`config.mk`:
```
export PLATFORM = sky130hd
export DESIGN_NAME = alloc_pair_monitor
export DESIGN_NICKNAME = d
export VERILOG_FILES = /design/src/rtl/alloc_pair_pkg.sv /design/src/rtl/apm_match.sv /design/src/rtl/apm_pick.sv /design/src/rtl/apm_table.sv /design/src/rtl/alloc_pair_monitor.sv
export SDC_FILE = /design/constraint.sdc
export NUM_CORES = 1
export LEC_CHECK = 0
export ABC_AREA = 1
export BUFFER_PORTS_ARGS = -buffer_cell sky130_fd_sc_hd__buf_2
export CAP_MARGIN = 15
export CORE_MARGIN = 1.5
export CORE_UTILIZATION = 45
export CTS_CLUSTER_DIAMETER = 100
export CTS_CLUSTER_SIZE = 25
export DETAILED_ROUTE_END_ITERATION = 6
export PLACE_DENSITY = 0.57
export SLEW_MARGIN = 15
export SYNTH_ARGS = -nofsm -noshare
export SYNTH_HDL_FRONTEND = slang
export SYNTH_SLANG_ARGS = --single-unit
```
`constraint.sdc`:
```
create_clock -name clk -period 4 [get_ports clk]
set_clock_uncertainty 0.05 [all_clocks]
set_input_delay 0.2 -clock clk [delete_from_list [all_inputs] [get_ports clk]]
set_output_delay 0.2 -clock clk [all_outputs]
set_load 0.02 [all_outputs]
```
`src/rtl/alloc_pair_pkg.sv`:
```
package alloc_pair_pkg;
  typedef enum logic { OP_ALLOC = 1'b0, OP_RELEASE = 1'b1 } ev_op_e;
  typedef enum logic [1:0] {
    VK_NONE       = 2'd0,
    VK_DUP_ALLOC  = 2'd1,
    VK_DUP_FREE   = 2'd2,
    VK_STRAY_FREE = 2'd3
  } viol_kind_e;
endpackage

```
`src/rtl/apm_match.sv`:
```
module apm_match #(
  parameter int SLOTS = 16,
  parameter int AW    = 32
) (
  input  logic [SLOTS-1:0]         slot_vld,
  input  logic [SLOTS-1:0][AW-1:0] slot_addr,
  input  logic [AW-1:0]            key,
  output logic [SLOTS-1:0]         hit
);
  for (genvar g = 0; g < SLOTS; g++) begin : g_cmp
    assign hit[g] = slot_vld[g] && (slot_addr[g] == key);
  end
endmodule

```
`src/rtl/apm_pick.sv`:
```
module apm_pick #(
  parameter int SLOTS = 16
) (
  input  logic [SLOTS-1:0] cand,
  output logic [SLOTS-1:0] grant,
  output logic             any
);
  always_comb begin
    grant = '0;
    for (int i = SLOTS - 1; i >= 0; i--) begin
      if (cand[i]) begin
        grant    = '0;
        grant[i] = 1'b1;
      end
    end
  end
  assign any = |cand;
endmodule

```
`src/rtl/apm_table.sv`:
```
module apm_table #(
  parameter int SLOTS = 16,
  parameter int AW    = 32
) (
  input  logic                     clk,
  input  logic                     rst_n,
  input  logic                     wr_en,
  input  logic [SLOTS-1:0]         wr_sel,
  input  logic [AW-1:0]            wr_addr,
  input  logic                     wr_live,
  output logic [SLOTS-1:0]         slot_vld,
  output logic [SLOTS-1:0]         slot_live,
  output logic [SLOTS-1:0][AW-1:0] slot_addr
);
  for (genvar g = 0; g < SLOTS; g++) begin : g_slot
    always_ff @(posedge clk) begin
      if (!rst_n) begin
        slot_vld[g]  <= 1'b0;
        slot_live[g] <= 1'b0;
        slot_addr[g] <= '0;
      end else if (wr_en && wr_sel[g]) begin
        slot_vld[g]  <= 1'b1;
        slot_live[g] <= wr_live;
        slot_addr[g] <= wr_addr;
      end
    end
  end
endmodule

```
`src/rtl/alloc_pair_monitor.sv`:
```
module alloc_pair_monitor
  import alloc_pair_pkg::*;
#(
  parameter int SLOTS = 16,
  parameter int AW    = 32
) (
  input  logic          clk,
  input  logic          rst_n,
  input  logic          ev_valid,
  output logic          ev_ready,
  input  logic          ev_op,
  input  logic [AW-1:0] ev_addr,
  output logic          viol_valid,
  output logic [1:0]    viol_kind,
  output logic [AW-1:0] viol_addr,
  output logic          overflow
);
  logic [SLOTS-1:0]         slot_vld, slot_live, hit;
  logic [SLOTS-1:0][AW-1:0] slot_addr;
  logic [SLOTS-1:0]         g_empty, g_spare;
  logic                     any_empty, any_spare;
  logic                     accept, hit_any, hit_live;
  logic                     wr_en, wr_live, ovf_d;
  logic [SLOTS-1:0]         wr_sel;
  viol_kind_e               kind_d;

  assign ev_ready = rst_n;
  assign accept   = ev_valid && ev_ready;

  apm_match #(.SLOTS(SLOTS), .AW(AW)) u_match (
    .slot_vld(slot_vld), .slot_addr(slot_addr), .key(ev_addr), .hit(hit)
  );

  apm_pick #(.SLOTS(SLOTS)) u_pick_empty (
    .cand(~slot_vld), .grant(g_empty), .any(any_empty)
  );

  apm_pick #(.SLOTS(SLOTS)) u_pick_spare (
    .cand(slot_vld & ~slot_live), .grant(g_spare), .any(any_spare)
  );

  assign hit_any  = |hit;
  assign hit_live = |(hit & slot_live);

  always_comb begin
    wr_en   = 1'b0;
    wr_sel  = '0;
    wr_live = 1'b0;
    ovf_d   = 1'b0;
    kind_d  = VK_NONE;
    if (accept) begin
      if (ev_op == OP_ALLOC) begin
        if (hit_live) begin
          kind_d = VK_DUP_ALLOC;
        end else if (hit_any) begin
          wr_en = 1'b1; wr_sel = hit; wr_live = 1'b1;
        end else if (any_empty) begin
          wr_en = 1'b1; wr_sel = g_empty; wr_live = 1'b1;
        end else if (any_spare) begin
          wr_en = 1'b1; wr_sel = g_spare; wr_live = 1'b1;
        end else begin
          ovf_d = 1'b1;
        end
      end else begin
        if (hit_live) begin
          wr_en = 1'b1; wr_sel = hit; wr_live = 1'b0;
        end else if (hit_any) begin
          kind_d = VK_DUP_FREE;
        end else begin
          kind_d = VK_STRAY_FREE;
        end
      end
    end
  end

  apm_table #(.SLOTS(SLOTS), .AW(AW)) u_table (
    .clk(clk), .rst_n(rst_n), .wr_en(wr_en), .wr_sel(wr_sel),
    .wr_addr(ev_addr), .wr_live(wr_live),
    .slot_vld(slot_vld), .slot_live(slot_live), .slot_addr(slot_addr)
  );

  always_ff @(posedge clk) begin
    if (!rst_n) begin
      viol_valid <= 1'b0;
      viol_kind  <= 2'd0;
      viol_addr  <= '0;
      overflow   <= 1'b0;
    end else begin
      viol_valid <= (kind_d != VK_NONE);
      viol_kind  <= kind_d;
      viol_addr  <= (kind_d != VK_NONE) ? ev_addr : '0;
      overflow   <= ovf_d;
    end
  end
endmodule

```
==> reports/results.ini, run 1 <==
[critical_path]
cp-end-kind = register
crit_path_start_kind = register
path_max_fanout = 38
r2r_slack_ns = 0.30
cp.required_ns = 4.44
ff2ff_path_depth = 16
arrival_ns = 4.14
critPathKind = register to register
r2r-start = u_table.slot_addr[456]
r2r_end = u_table.slot_addr[248]

[sta]
worst_slew_pin_slew_ns = 1.113
rsz0062_at_grt = no
finalHoldViolCount = 0
final_max_slew_viol_count = 0
fin_crit_sh_pct = 92.38
setup_violations = 0
finalSetupTns_ns = 0
whs_ns = 0.03560
fmax_mhz = 270.6
relSlewSlack_pct = 25.81
period_minus_slack_ns = 3.695
finalWorstSetupSlack_ns = 0.3048

[hold_path]
worstHoldEndpoint = u_table.slot_addr[427]
min_path_cells = 4
hp-start = ev_addr[11]
hold_class = primary input to register

[synthesis]
yosys_warnings = 0
netlist_area_um2 = 35700
synth_flop_cell = dfxtp_1
synth-edff-count = 0
syn-instance-count = 6432
ys_types = 45
syn_nets = 6468
ys_seq_area_share_pct = 32.52
ys_async_sr_fraction_pct = 0
ys_ff_latch = 580
syn_avg_cell_area_um2 = 5.551

[clocking]
clk_pin_slew_ns = 0.11
clock-sinks = 580
numCtsBuffers = 34
htree_levels = 2
root_buffer = clkbuf_16
cts_tree = yes
clock_path_buffers = 3
clock_latency_ns = 0.61
post_cts_buffers = 0

[pwr]
p_sw_w = 0.003569
p_sw_share_pct = 30.68
seqPwrFrac_pct = 49.9
combPwrFrac_pct = 13.6
p_leak_nw = 21.26
internal_power_w = 0.008064
p_per_area_nw_per_um2 = 299.3
vdd_ir_drop_max_uv = 313.2
p_clk_share_pct = 36.4

[floorplan]
start_util_pct = 45.34
dieWidth_um = 284.7
die-area_um2 = 81040
num_rows = 103
die_h_um = 284.7
ios = 73
design.core.area_um2 = 78740

[routing]
drc = 1
antenna_left = 0
routed_wl_mm = 153.1
first_pass_iters = 7
num_vias = 38140
wl_per_cell_um = 20.49
drt_iter0_drc = 3946
viasPerCell = 5.104

[global_routing]
grt_pass1_vias = 34510
grt_start_max_net_pins = 192
grt_pass1_wl_mm = 224.2
grtUsageMet3_pct = 4.502
grt_busiest_layer = met2
antenna_found_initial = 3
grt_overflow = 0
grtUsageMet2_pct = 58.81
groute.layer.met1.usage_pct = 50.03
groute.usage.overall_pct = 36.99

[final_layout]
drive_above_1_share_pct = 5.997
synthToLayoutAreaGrowth_pct = 8.852
fin_nets = 6434
fillCellCount = 8652
multi_input_area_um2 = 19660
ff_latch_area_um2 = 11610
utilization_pct = 49.36

[placement]
place_ws_ns = -0.1045
port_buffers = 72
dp_hpwl_mm = 110.6
place.gp.congestion = 1.006

[status]
violations = DRC
outcome = complete, but fails checks

[flow_run]
cap_viol_max_count = 0

## repair_timing
item                       in CTS  in global routing
setup endpoints to repair     457                 12
pin swaps                       0                  0
hold buffers                    4                  0
resized for setup               1                  1
hold endpoints to repair       49                  0
## cell usage after synthesis, types with 7 or more instances
master / number / share of area (%)
o21ai_1: 25 / 0.35
nand3_1: 119 / 1.7
xor2_1: 29 / 0.71
o21ai_0: 131 / 1.8
nand2_1: 2580 / 27
inv_2: 29 / 0.30
dfxtp_1: 580 / 33
o22ai_1: 12 / 0.21
inv_1: 643 / 6.8
buf_2: 152 / 2.1
a21oi_1: 35 / 0.49
buf_4: 33 / 0.69
and2_1: 7 / 0.12
nor2_1: 1627 / 17
nor3_1: 22 / 0.31
buf_1: 31 / 0.33
buf_6: 43 / 1.4
nand4_1: 109 / 1.9
nand3b_1: 17 / 0.36
xnor2_1: 72 / 1.8
clkbuf_1: 82 / 0.86
nand2_2: 12 / 0.21
## layer usage
| layer | up-vias | wire length [um] |
|---|---|---|
| met3 | 261 | 11830 |
| met5 | - | 0 |
| met1 | 17510 | 66340 |
| met4 | 0 | 7662 |
| met2 | 1379 | 67270 |
| li1 | 19000 | - |
## sequential cells by signal, indices dropped and copies added, names as in the netlist
register,flops
u_table.slot_live,16
viol_kind,2
overflow,1
u_table.slot_vld,16
viol_addr,32
viol_valid,1
u_table.slot_addr,512
## through the flow
step / instance area [um2] / power, W / instances
3_3_place_gp: 37660 / 0.007492 / 7408
6_report: 38860 / 0.01163 / 7473
2_1_floorplan: 35700 / 0.006749 / 6432
4_1_cts: 38850 / 0.01166 / 7470
3_5_place_dp: 37660 / 0.007483 / 7408
5_1_grt: 38860 / 0.01196 / 7470
## layout make-up
cell class / count / area share (%)
Clock buffer: 39 / 2.344
Multi-Input combinational cell: 4836 / 50.60
Tap cell: 1050 / 3.380
Inverter: 675 / 6.526
Sequential cell: 580 / 29.88
Antenna cell: 3 / 0.01932
Timing Repair Buffer: 271 / 6.658
Clock inverter: 19 / 0.5956
## cells by family after synthesis
group,after synthesis,share of synthesized area [%]
AO/OA/AOI/OAI,217,3.203
XOR/XNOR,101,2.478
buffers and inverters,1016,12.47
flip-flops,580,32.52
AND/OR/NAND/NOR,4518,49.33
## worst max path at each step
stage | start | end
after detailed placement | u_table.slot_addr[456] | u_table.slot_addr[248]
after floorplan | ev_addr[20] | u_table.slot_addr[510]
final | u_table.slot_addr[456] | u_table.slot_addr[248]
after global routing | ev_addr[10] | u_table.slot_addr[451]
after CTS | u_table.slot_addr[456] | u_table.slot_addr[335]
after global placement | u_table.slot_addr[456] | u_table.slot_addr[248]
## placed cells by master (no fill, tap or decap), types with 22 or more instances in the layout
master     instances
a21oi_1           35
buf_12            57
buf_2             71
buf_4            138
clkbuf_16         35
dfxtp_1          579
inv_1            643
inv_2             29
nand2_1         2573
nand3_1          119
nand4_1          109
nor2_1          1627
nor3_1            22
o21ai_0          131
o21ai_1           25
xnor2_1           72
xor2_1            28
## power by group through the flow
stage          combinational, W  clock, W  sequential (W)
2_1_floorplan          0.000800         0         0.00595
3_3_place_gp            0.00155         0         0.00594
3_5_place_dp            0.00154         0         0.00594
4_1_cts                 0.00155   0.00430         0.00581
5_1_grt                 0.00166   0.00449         0.00581
6_report                0.00159   0.00424         0.00581
## worst max-delay path: stages (launching register included)
cell,delay (ns)
dfxtp_2,0.56
xor2_2,0.60
nor3_1,0.16
nand3_1,0.19
nor2_1,0.09
buf_4,0.18
nor2_1,0.11
nand2_1,0.08
nor2_2,0.18
nand2_4,0.08
nor2_4,0.35
nand2_1,0.17
nand2_1,0.12
nand2_2,0.13
buf_12,0.21
nor2_1,0.22
nor2_1,0.08
Note: power is estimated with default switching activity, not from simulation.
==> run 2, diff against run 1 <==
Settings changed: ABC_AREA 1 to default, HOLD_SLACK_MARGIN from default to 0.1, PLACE_DENSITY 0.57 to 0.58.
==> run 2 against run 1 <==
Die area is 11% lower. Final area shrank 8.6%. Global-route usage shrank 5.6 points. Largest power group unchanged. Clock power shrank 19%. Flip-flop and latch count is the same. Highest routed layer is now met5. Utilization rose by 1.4 points. The flow now finishes without violations. Critical path type is now primary input to register. Sequential share of layout area increased by 2.8 points.
==> reports/results.ini, run 2 <==
[status]
outcome = completed

[floorplan]
design.core.area_um2 = 70030  ; -11%
dieWidth_um = 269.0  ; -5.5%
num_rows = 97  ; -5.8%
die-area_um2 = 72340  ; -11%
die_h_um = 269.0  ; -5.5%
start_util_pct = 45.45  ; +0.11 points
ios = 73  ; unchanged

[synthesis]
synth-edff-count = 0  ; unchanged
synth.area.top_cells = dfxtp_1 36%, nand4_1 12%, o31ai_1 12%
synthAdderAreaFrac_pct = 0  ; unchanged
netlist_area_um2 = 31830  ; -11%
synth_top_area_share_pct = 36.48  ; +4.0 points
ys_types = 72  ; +60%
yosys.area.top_type = dfxtp_1
ys_seq_area_share_pct = 36.48  ; +4.0 points
synth_mux_area_share_pct = 0.5032  ; +0.50 points
syn-instance-count = 3722  ; -42%
synth_compound_area_share_pct = 23.39  ; +20 points
synth_flop_cell = dfxtp_1
synthTopCellsByCount = 631 x nand4_1, 580 x dfxtp_1, 524 x a21oi_1, 513 x o31ai_1, 439 x xnor2_1
ys_async_sr_fraction_pct = 0  ; unchanged
syn_nets = 3758  ; -42%
yosys_warnings = 0  ; unchanged
syn_avg_cell_area_um2 = 8.552  ; +54%
synth-simple-area-share_pct = 17.71  ; -32 points
ys_ff_latch = 580  ; unchanged
yosysMostFrequentCell = nand4_1
synth-xor-area-share_pct = 13.32  ; +11 points
synth_top_family_by_area = compound AO/OA/AOI/OAI gates

[critical_path]
path_cells = dlygate4sd3_1 > buf_2 > buf_4 > buf_4 > xnor2_1 > nand4_1 > nor4b_1 > nand3_1 > nor2_2 > nor3_1 > nand2_1 > a21oi_4 > buf_12 > buf_12 > o31ai_1 > a21oi_1
crit_family = simple AND/OR/NAND/NOR gates
cpPeakStageDelay_ns = 0.52  ; -0.08 ns
crit_path_start_kind = primary input
path_max_fanout = 47  ; +24%
cp-end-kind = register
worst-path-buf-inv = 6  ; +4
cp.required_ns = 4.42  ; -0.02 ns
arrival_ns = 4.30  ; +0.16 ns
r2r-start = u_table.slot_vld[4]
crit_slowest_cell = dlygate4sd3_1
critPathKind = primary input to register
cp-startpoint = ev_addr[8]

[routing]
drt_iter0_drc = 3424  ; -13%
routed_wl_mm = 118.0  ; -23%
num_vias = 30860  ; -19%
first_pass_iters = 5  ; -2
antenna_left = 0  ; unchanged
viasPerCell = 6.808  ; +33%
drc = 0  ; -1
wl_per_cell_um = 26.02  ; +27%

[flow_run]
cap_viol_max_count = 0  ; unchanged

[global_routing]
groute.usage.overall_pct = 31.37  ; -5.6 points
antenna_found_initial = 1  ; -2
grt_overflow = 0  ; unchanged
grt_start_max_net_pins = 251  ; +31%
grt_pass1_wl_mm = 178.5  ; -20%
grt_pass1_vias = 28880  ; -16%

[sta]
fmax_mhz = 258.1  ; -4.6%
worst_slew_pin_slew_ns = 1.071  ; -0.04216 ns
rsz0062_at_grt = no
period_minus_slack_ns = 3.875  ; +0.1799 ns
setup_violations = 0  ; unchanged
fin_crit_sh_pct = 96.88  ; +4.5 points
finalHoldViolCount = 0  ; unchanged
relSlewSlack_pct = 28.62  ; +2.8 points
finalSetupTns_ns = 0  ; unchanged
final_max_slew_viol_count = 0  ; unchanged

[clocking]
clock_latency_ns = 0.64  ; +0.03 ns
htree_levels = 1  ; -1
root_buffer = clkbuf_16
cts_tree = yes
clk_pin_slew_ns = 0.11  ; about the same
clock-sinks = 580  ; unchanged
numCtsBuffers = 28  ; -18%
clock_path_buffers = 3  ; unchanged

[placement]
dp_hpwl_mm = 73.58  ; -33%
port_buffers = 72  ; unchanged
place.gp.congestion = 0.9362  ; -6.9%

[final_layout]
layout_common_cells = 631 x nand4_1, 580 x dfxtp_1, 524 x a21oi_1
fin_nets = 3621  ; -44%
synthToLayoutAreaGrowth_pct = 11.64
top_regs = u_table.slot_addr x512, viol_addr x32
fillCellCount = 6489  ; -25%
final_common_cell = nand4_1
regMostFlops = u_table.slot_addr
largest_reg_flops = 512  ; unchanged
drive_above_1_share_pct = 11.66  ; +5.7 points
n_antenna_cell = 0  ; -3

[pwr]
p_leak_nw = 10.14  ; -52%
p_per_area_nw_per_um2 = 304.8  ; +1.8%
power.total_w = 0.01083  ; -6.9%
vdd_ir_drop_max_uv = 340.8  ; +8.8%

[hold_path]
hold_class = primary input to register
hp-start = rst_n

[run 2: worst paths after layout]
| path | slack, ns | depth (start not counted) | to |
|---|---|---|---|
| max | 0.12 | 16 | u_table.slot_addr[134] |
| min | 0.16 | 2 | u_table.slot_vld[13] |
| max reg2reg | 0.28 | 12 | u_table.slot_addr[157] |
| min reg2reg | 0.42 | 2 | u_table.slot_live[8] |
[run 2: stage by stage]
| step | instance area, um2 | std cells | worst slack (ns) | hold slack [ns] | utilization, % |
|---|---|---|---|---|---|
| after detailed placement | 34300 | 4458 | -0.1193 | 0.3980 | 48.97 |
| final | 35530 | 4533 | 0.1249 | 0.1569 | 50.74 |
| after CTS | 35440 | 4529 | 0.01808 | 0.1252 | 50.61 |
| after global placement | 34300 | 4458 | -0.07045 | 0.3928 | 48.97 |
| after floorplan | 31830 | 3722 | 1.120 | 0.3579 | - |
| after global routing | 35530 | 4533 | 0.01695 | 0.1598 | 50.74 |
[run 2: final cells by class]
cell class	count	area [um2]	share of cell area (%)
inverter	41	161.4	0.4542
tap	940	1176	3.310
clock buffer	30	729.5	2.053
clock inverter	8	87.58	0.2465
sequential	580	11610	32.68
timing repair buffer	361	4174	11.75
multi-input combinational	2573	17590	49.51
[run 2: per-layer routing]
| metal | track usage, % | vias to the layer above | routed length [um] |
|---|---|---|---|
| met5 | 0 | - | 13 |
| met4 | 12.16 | 2 | 4816 |
| met3 | 3.808 | 235 | 8486 |
| met2 | 50.55 | 1381 | 54890 |
| met1 | 42.74 | 15440 | 49760 |
| li1 | - | 13800 | - |
[run 2: logic make-up (layout without fill, tap and decap cells)]
group,Yosys count,after routing
multiplexers,16,16
AND/OR/NAND/NOR,926,927
AO/OA/AOI/OAI,1146,1146
flip-flops,580,580
XOR/XNOR,484,484
buffers and inverters,570,440
[run 2: power by group]
part / total (W) / internal [W] / switching, W
logic: 0.00159 / 0.000501 / 0.00109
registers: 0.00580 / 0.00579 / 0.00000859
clock network: 0.00344 / 0.00139 / 0.00205
[run 2: repair_timing]
action	CTS	global route
hold buffers	33	0
buffers inserted	0	2
endpoints found under the hold margin	384	0
gates resized for setup	0	4
setup endpoints to repair	0	442
[run 2: worst register-to-register path, stage by stage (launching register included)]
cell and delay, ns:
dfxtp_1 0.42, nor2b_1 0.24, a2111oi_2 0.44, nand4b_1 0.33, nor3_2 0.30, nand4_1 0.16
nor3_1 0.24, nand2_1 0.19, a21oi_4 0.31, buf_12 0.30, buf_12 0.34, o31ai_1 0.13
a21oi_1 0.19
